<file path="config.mk">
export PLATFORM = sky130hd
export DESIGN_NAME = acc_rf_datapath
export DESIGN_NICKNAME = d
export VERILOG_FILES = /design/src/rtl/acc_dp_pkg.sv /design/src/rtl/dp_accumulator.sv /design/src/rtl/dp_regfile.sv /design/src/rtl/dp_cmp_flags.sv /design/src/rtl/acc_rf_datapath.sv
export SDC_FILE = /design/constraint.sdc
export NUM_CORES = 1
export LEC_CHECK = 0
export ABC_CLOCK_PERIOD_IN_PS = 2500
export BUFFER_PORTS_ARGS = -buffer_cell sky130_fd_sc_hd__clkbuf_2
export CAP_MARGIN = 25
export CORE_ASPECT_RATIO = 1.75
export CORE_UTILIZATION = 45
export CTS_BUF_LIST = sky130_fd_sc_hd__clkbuf_8
export DETAILED_ROUTE_END_ITERATION = 10
export PLACE_DENSITY = 0.69
export SYNTH_ARGS = -nofsm -noshare
export SYNTH_HDL_FRONTEND = slang
export SYNTH_HIERARCHICAL = 1
export SYNTH_SLANG_ARGS = --single-unit
export TNS_END_PERCENT = 1
</file>
<file path="constraint.sdc">
create_clock -name clk_i -period 2.5 [get_ports clk_i]
set_input_delay 0.125 -clock clk_i [delete_from_list [all_inputs] [get_ports clk_i]]
set_output_delay 0.125 -clock clk_i [all_outputs]
set_load 0.05 [all_outputs]
</file>
<file path="src/rtl/acc_dp_pkg.sv">
package acc_dp_pkg;

  typedef struct packed {
    logic gt;
    logic eq;
    logic lt;
  } flags_t;

  function automatic flags_t cmp_mag(input logic [31:0] a, input logic [31:0] b);
    flags_t f;
    f.lt = (a < b);
    f.eq = (a == b);
    f.gt = (a > b);
    return f;
  endfunction

endpackage

</file>
<file path="src/rtl/dp_accumulator.sv">
module dp_accumulator #(
  parameter int DW = 4
) (
  input  logic          clk_i,
  input  logic          rst_ni,
  input  logic [DW-1:0] bus_i,
  input  logic          load_i,
  input  logic          inc_i,
  input  logic          dec_i,
  output logic [DW-1:0] acc_o
);
  localparam logic [DW-1:0] One = DW'(1);

  logic [DW-1:0] acc_q, acc_d;

  always_comb begin
    acc_d = acc_q;
    if (load_i)     acc_d = bus_i;
    else if (inc_i) acc_d = acc_q + One;  // modular wrap
    else if (dec_i) acc_d = acc_q - One;
  end

  always_ff @(posedge clk_i or negedge rst_ni)
    if (!rst_ni) acc_q <= '0;
    else         acc_q <= acc_d;

  assign acc_o = acc_q;
endmodule

</file>
<file path="src/rtl/dp_regfile.sv">
module dp_regfile #(
  parameter int DW   = 4,
  parameter int NREG = 4
) (
  input  logic          clk_i,
  input  logic          rst_ni,
  input  logic          ptr_load_i,
  input  logic [DW-1:0] ptr_src_i,
  input  logic          wr_i,
  input  logic [DW-1:0] wr_data_i,
  output logic [DW-1:0] rd_data_o
);
  localparam int AW = (NREG > 1) ? $clog2(NREG) : 1;
  localparam int PW = 2 * AW;

  logic [PW-1:0] ptr_q;
  logic [AW-1:0] rd_idx, wr_idx;
  logic [DW-1:0] word_q [NREG];

  always_ff @(posedge clk_i or negedge rst_ni)
    if (!rst_ni)         ptr_q <= '0;
    else if (ptr_load_i) ptr_q <= ptr_src_i[PW-1:0];

  // upper field reads, lower field writes
  assign rd_idx = ptr_q[PW-1:AW];
  assign wr_idx = ptr_q[AW-1:0];

  for (genvar g = 0; g < NREG; g++) begin : g_word
    always_ff @(posedge clk_i or negedge rst_ni)
      if (!rst_ni)                              word_q[g] <= '0;
      else if (wr_i && (wr_idx == AW'(g)))      word_q[g] <= wr_data_i;
  end

  assign rd_data_o = word_q[rd_idx];
endmodule

</file>
<file path="src/rtl/dp_cmp_flags.sv">
module dp_cmp_flags
  import acc_dp_pkg::*;
#(
  parameter int DW = 4
) (
  input  logic          clk_i,
  input  logic          rst_ni,
  input  logic [DW-1:0] a_i,
  input  logic [DW-1:0] b_i,
  input  logic          latch_i,
  input  logic          jmp_lt_i,
  input  logic          jmp_eq_i,
  input  logic          jmp_gt_i,
  output flags_t        flags_o,
  output logic          seg_load_o
);
  flags_t cmp_w, flags_q;

  assign cmp_w = cmp_mag(32'(a_i), 32'(b_i));

  always_ff @(posedge clk_i or negedge rst_ni)
    if (!rst_ni)      flags_q <= '0;
    else if (latch_i) flags_q <= cmp_w;

  assign flags_o    = flags_q;
  assign seg_load_o = (jmp_lt_i & flags_q.lt) | (jmp_eq_i & flags_q.eq) | (jmp_gt_i & flags_q.gt);
endmodule

</file>
<file path="src/rtl/acc_rf_datapath.sv">
module acc_rf_datapath
  import acc_dp_pkg::*;
#(
  parameter int DW   = 4,
  parameter int NREG = 4
) (
  input  logic          clk_i,
  input  logic          rst_ni,
  input  logic [DW-1:0] lit_i,
  input  logic [DW-1:0] ext_i,
  input  logic          sel_lit_i,
  input  logic          sel_reg_i,
  input  logic          sel_ext_i,
  input  logic          acc_load_i,
  input  logic          acc_inc_i,
  input  logic          acc_dec_i,
  input  logic          ptr_load_i,
  input  logic          rf_write_i,
  input  logic          flag_latch_i,
  input  logic          out_latch_i,
  input  logic          jmp_lt_i,
  input  logic          jmp_eq_i,
  input  logic          jmp_gt_i,
  output logic [DW-1:0] acc_o,
  output logic [2:0]    flags_o,
  output logic [DW-1:0] out_o,
  output logic          seg_load_o
);
  logic [DW-1:0] bus_w, acc_w, rd_w, out_q;
  flags_t        flags_w;

  // priority-free bus: sources are exclusive by contract
  assign bus_w = ({DW{sel_lit_i}} & lit_i)
               | ({DW{sel_reg_i}} & rd_w)
               | ({DW{sel_ext_i}} & ext_i);

  dp_accumulator #(.DW(DW)) u_acc (
    .clk_i (clk_i),
    .rst_ni(rst_ni),
    .bus_i (bus_w),
    .load_i(acc_load_i),
    .inc_i (acc_inc_i),
    .dec_i (acc_dec_i),
    .acc_o (acc_w)
  );

  dp_regfile #(.DW(DW), .NREG(NREG)) u_rf (
    .clk_i     (clk_i),
    .rst_ni    (rst_ni),
    .ptr_load_i(ptr_load_i),
    .ptr_src_i (acc_w),
    .wr_i      (rf_write_i),
    .wr_data_i (acc_w),
    .rd_data_o (rd_w)
  );

  dp_cmp_flags #(.DW(DW)) u_cmp (
    .clk_i     (clk_i),
    .rst_ni    (rst_ni),
    .a_i       (acc_w),
    .b_i       (bus_w),
    .latch_i   (flag_latch_i),
    .jmp_lt_i  (jmp_lt_i),
    .jmp_eq_i  (jmp_eq_i),
    .jmp_gt_i  (jmp_gt_i),
    .flags_o   (flags_w),
    .seg_load_o(seg_load_o)
  );

  always_ff @(posedge clk_i or negedge rst_ni)
    if (!rst_ni)          out_q <= '0;
    else if (out_latch_i) out_q <= acc_w;

  assign acc_o   = acc_w;
  assign flags_o = flags_w;
  assign out_o   = out_q;
endmodule

</file>
==> metrics.md <==
| Metric | Value |
|---|---|
| Status | finished, final reports clean |
| Syn-to-layout area delta | 21.04% |
| Starting density of the core | 0.4702 |
| DP Area | between 1500 and 2000 µm² |
| Setup crit start kind | flip-flop |
| Worst path required time | 2.65 ns |
| Crit path time final | between 2 and 2.5 ns |
| Initial antenna violation count | 0 |
| Ys flop type | dfrtp_1 |
| Crit. End Element | flip-flop |
| Depth of the CTS H-tree | 2 |
| R2R setup slack | 0.24 ns |
| Largest net degree at the start of global routing | 32 |
| Die Area | around 3800 µm² |
| Root buf cell | clkbuf_8 |
| Number of synthesized flops with an enable pin | 0 |
| Number of clock sinks | 31 |
| Top post-synthesis cells by area | dfrtp_1 (49%), mux2_2 (17%), mux4_2 (5.7%), ha_1 (4.7%), a222oi_1 (3.2%) |
| Vias in the first global route | between 1000 and 1500 |
| Worst Hold Depth | 2 |
| Max frequency | between 0.4 and 0.5 GHz |
| FP Rows | 28 |
| P_leak | about 0.92 nW |
| Number of gates resized after CTS | 0 |
| Hold slack final | 0.1199 ns |
| Die X | between 40 and 50 µm |
| Slew margin rel. | 0.5065 |
| Post-CTS setup buffer count | 0 |
| Total grt overflow | 0 |
| Seq/Total Area, Yosys | 0.4905 |
| TritonCTS Buffers | 5 |
| Crit Path Max Fanout | 5 |
| Cell variety after synth | 31 |
| Post-synth ARST share | 1.000 |
| Final Setup Violations | 0 |
| Avg Inst Size Synth | 13.40 µm² |
| Top cells by count, synth | dfrtp_1 (31), mux2_2 (24), inv_1 (11) |
| First-pass GRT wire length | around 5300 µm |
| CTS tree | yes |
| Synth Instances | 118 |
| Reg clk slew, reported paths | approximately 0.060 ns |
| DR vias | between 1000 and 1500 |
| Clock Path Buffers | 2 |
| Layout Skew | 0.007880 ns |
| Inserted Diodes | 0 |
| 1st-pass router iterations | 7 |
| DRC viols | 0 |
| Fin crit share | 0.9039 |
| Fin Setup TNS | 0 ns |
| Die Height | 80.43 µm |
| Initial DRC count | 30 |
| Ys Warns | 6 |
| Count leader, synth | dfrtp_1 |
| Crit path kind | reg2reg |
| Core area | between 3000 and 4000 µm² |
| Yosys top cell area share | 0.4905 |
| Final ANT Viol Nets | 0 |
| Fin. max-slew vios | 0 |
| Number of max-cap violations | 0 |
| Hold EP | u_cmp/flags_o[2] |
| Mapped Area | about 1600 µm² |
| RSZ-0062 raised after global routing | no |
| GRT Total Usage | 0.2096 |
| Hold Crit Start | flag_latch_i |
| Final Wtd Congestion | 0.7853 |
| Fin. Hold Viols | 0 |
| VDD IR max | between 0.0006 and 0.0007 V |
| I/O pin total | 35 |
| Worst r2r dst | u_cmp/flags_o[2] |
| Synth area leader | dfrtp_1 |
| WP data arrival | between 2 and 2.5 ns |
| Hold WC Path Type | in2reg |
| Share of layout cells above drive strength 1 | 0.4724 |
| CP startpoint | u_rf/ptr_q[2] |
| Flop and latch count out of synthesis | 31 |
| Power per cell area | 1292 nW/µm² |
| WL final | 3414 µm |
| PortBufs | 34 |
| Vias per cell | 5.490 |
| Nets | about 190 |
| Clock latency on the worst-skew pair | about 0.28 ns |
| DR WL/cell | between 15 and 20 µm |
| Final HPWL DP | ~2700 µm |
| Final Instance Area | around 1900 µm² |
| R2r worst-path depth | 7 |
| Post-Syn Nets | approximately 150 |
| Worst slew pin tran | 0.7403 ns |
| FF-to-FF Start | u_rf/ptr_q[2] |
[cells by family (layout without fill, tap and decap cells)]
group	count (synthesis)	count (layout)	share of synthesized area
buffers and inverters	11	56	0.02611
AND/OR/NAND/NOR	17	17	0.06725
XOR/XNOR	2	2	0.01108
multiplexers	30	30	0.2405
flip-flops	31	31	0.4905
adder cells (fa/ha/maj)	7	7	0.06013
AO/OA/AOI/OAI	20	20	0.1044
[per-stage QoR]
step | power, W | cells | util | setup WS (ns)
2_1_floorplan | 0.001794 | 118 | - | 0.4431
3_3_place_gp | 0.002067 | 199 | 0.5420 | 0.3071
3_5_place_dp | 0.002127 | 199 | 0.5420 | 0.2232
4_1_cts | 0.002498 | 208 | 0.5692 | 0.2200
5_1_grt | 0.002643 | 208 | 0.5692 | 0.01388
6_report | 0.002473 | 208 | 0.5692 | 0.2402
[critical path: stages (launching register included)]
cell and delay, ns:
dfrtp_1 0.48, mux4_2 0.54, a222oi_1 0.30, inv_1 0.13, inv_1 0.07, ha_1 0.24, a21oi_1 0.25, a31oi_1 0.12
[power breakdown]
group | leakage, nW | switching [W] | internal (W)
sequential | 0.374 | 0.000204 | 0.000733
clock | 0.0505 | 0.000173 | 0.000186
combinational | 0.496 | 0.000657 | 0.000520
total | 0.921 | 0.00103 | 0.00144
[metal layers]
metal,track usage,up-vias,wire length [µm]
met2,0.3833,39,1937
met3,0.04719,12,117
li1,-,527,-
met4,0.1257,0,121
met5,0,-,0
met1,0.1920,564,1237
[layout by cell type (no fill, tap or decap), drive strengths merged]
cell	synthesis	final
nand3	2	2
mux4	4	4
a211o	1	1
o22ai	2	2
o21bai	1	1
mux2i	2	2
dlygate4sd3	0	1
mux2	24	24
a21oi	2	2
nor3b	1	1
inv	11	13
nand2	4	4
ha	6	6
o211ai	1	1
a222oi	5	5
nor2	3	3
xnor2	1	1
buf	0	2
nor3	1	1
o21ai	5	5
fa	1	1
nor2b	2	2
a31o	1	1
dfrtp	31	31
and2b	1	1
a211oi	1	1
a31oi	1	1
nand3b	2	2
or2	1	1
clkbuf	0	39
xor2	1	1
clkinv	0	1
[registers in the layout, indices dropped and copies added (netlist names)]
signal / flops
u_rf/word_q: 16
u_acc/acc_o: 4
u_rf/ptr_q: 4
u_cmp/flags_o: 3
out_o: 4
[worst max path at each step]
stage                        to  slack [ns]  cells after the start
3_3_place_gp   u_cmp/flags_o[2]        0.31                      7
5_1_grt        u_cmp/flags_o[2]        0.01                      7
2_1_floorplan  u_cmp/flags_o[2]        0.44                      8
6_report       u_cmp/flags_o[2]        0.24                      7
4_1_cts        u_cmp/flags_o[2]        0.22                      7
3_5_place_dp   u_cmp/flags_o[2]        0.22                      7
[timing repair]
action	in CTS	in global routing
hold buffers	1	0
endpoints found under the hold margin	31	0
setup endpoints to repair	0	0
[area by class of cell]
| type | count | area (µm²) |
|---|---|---|
| inverter | 11 | 41.29 |
| clock buffer | 5 | 68.82 |
| multi-input combinational | 76 | 764.5 |
| fill | 301 | 1449 |
| sequential | 31 | 775.7 |
| timing repair buffer | 37 | 195.2 |
| clock inverter | 3 | 12.51 |
| tap | 45 | 56.30 |
(Power assumes the default switching activity.)
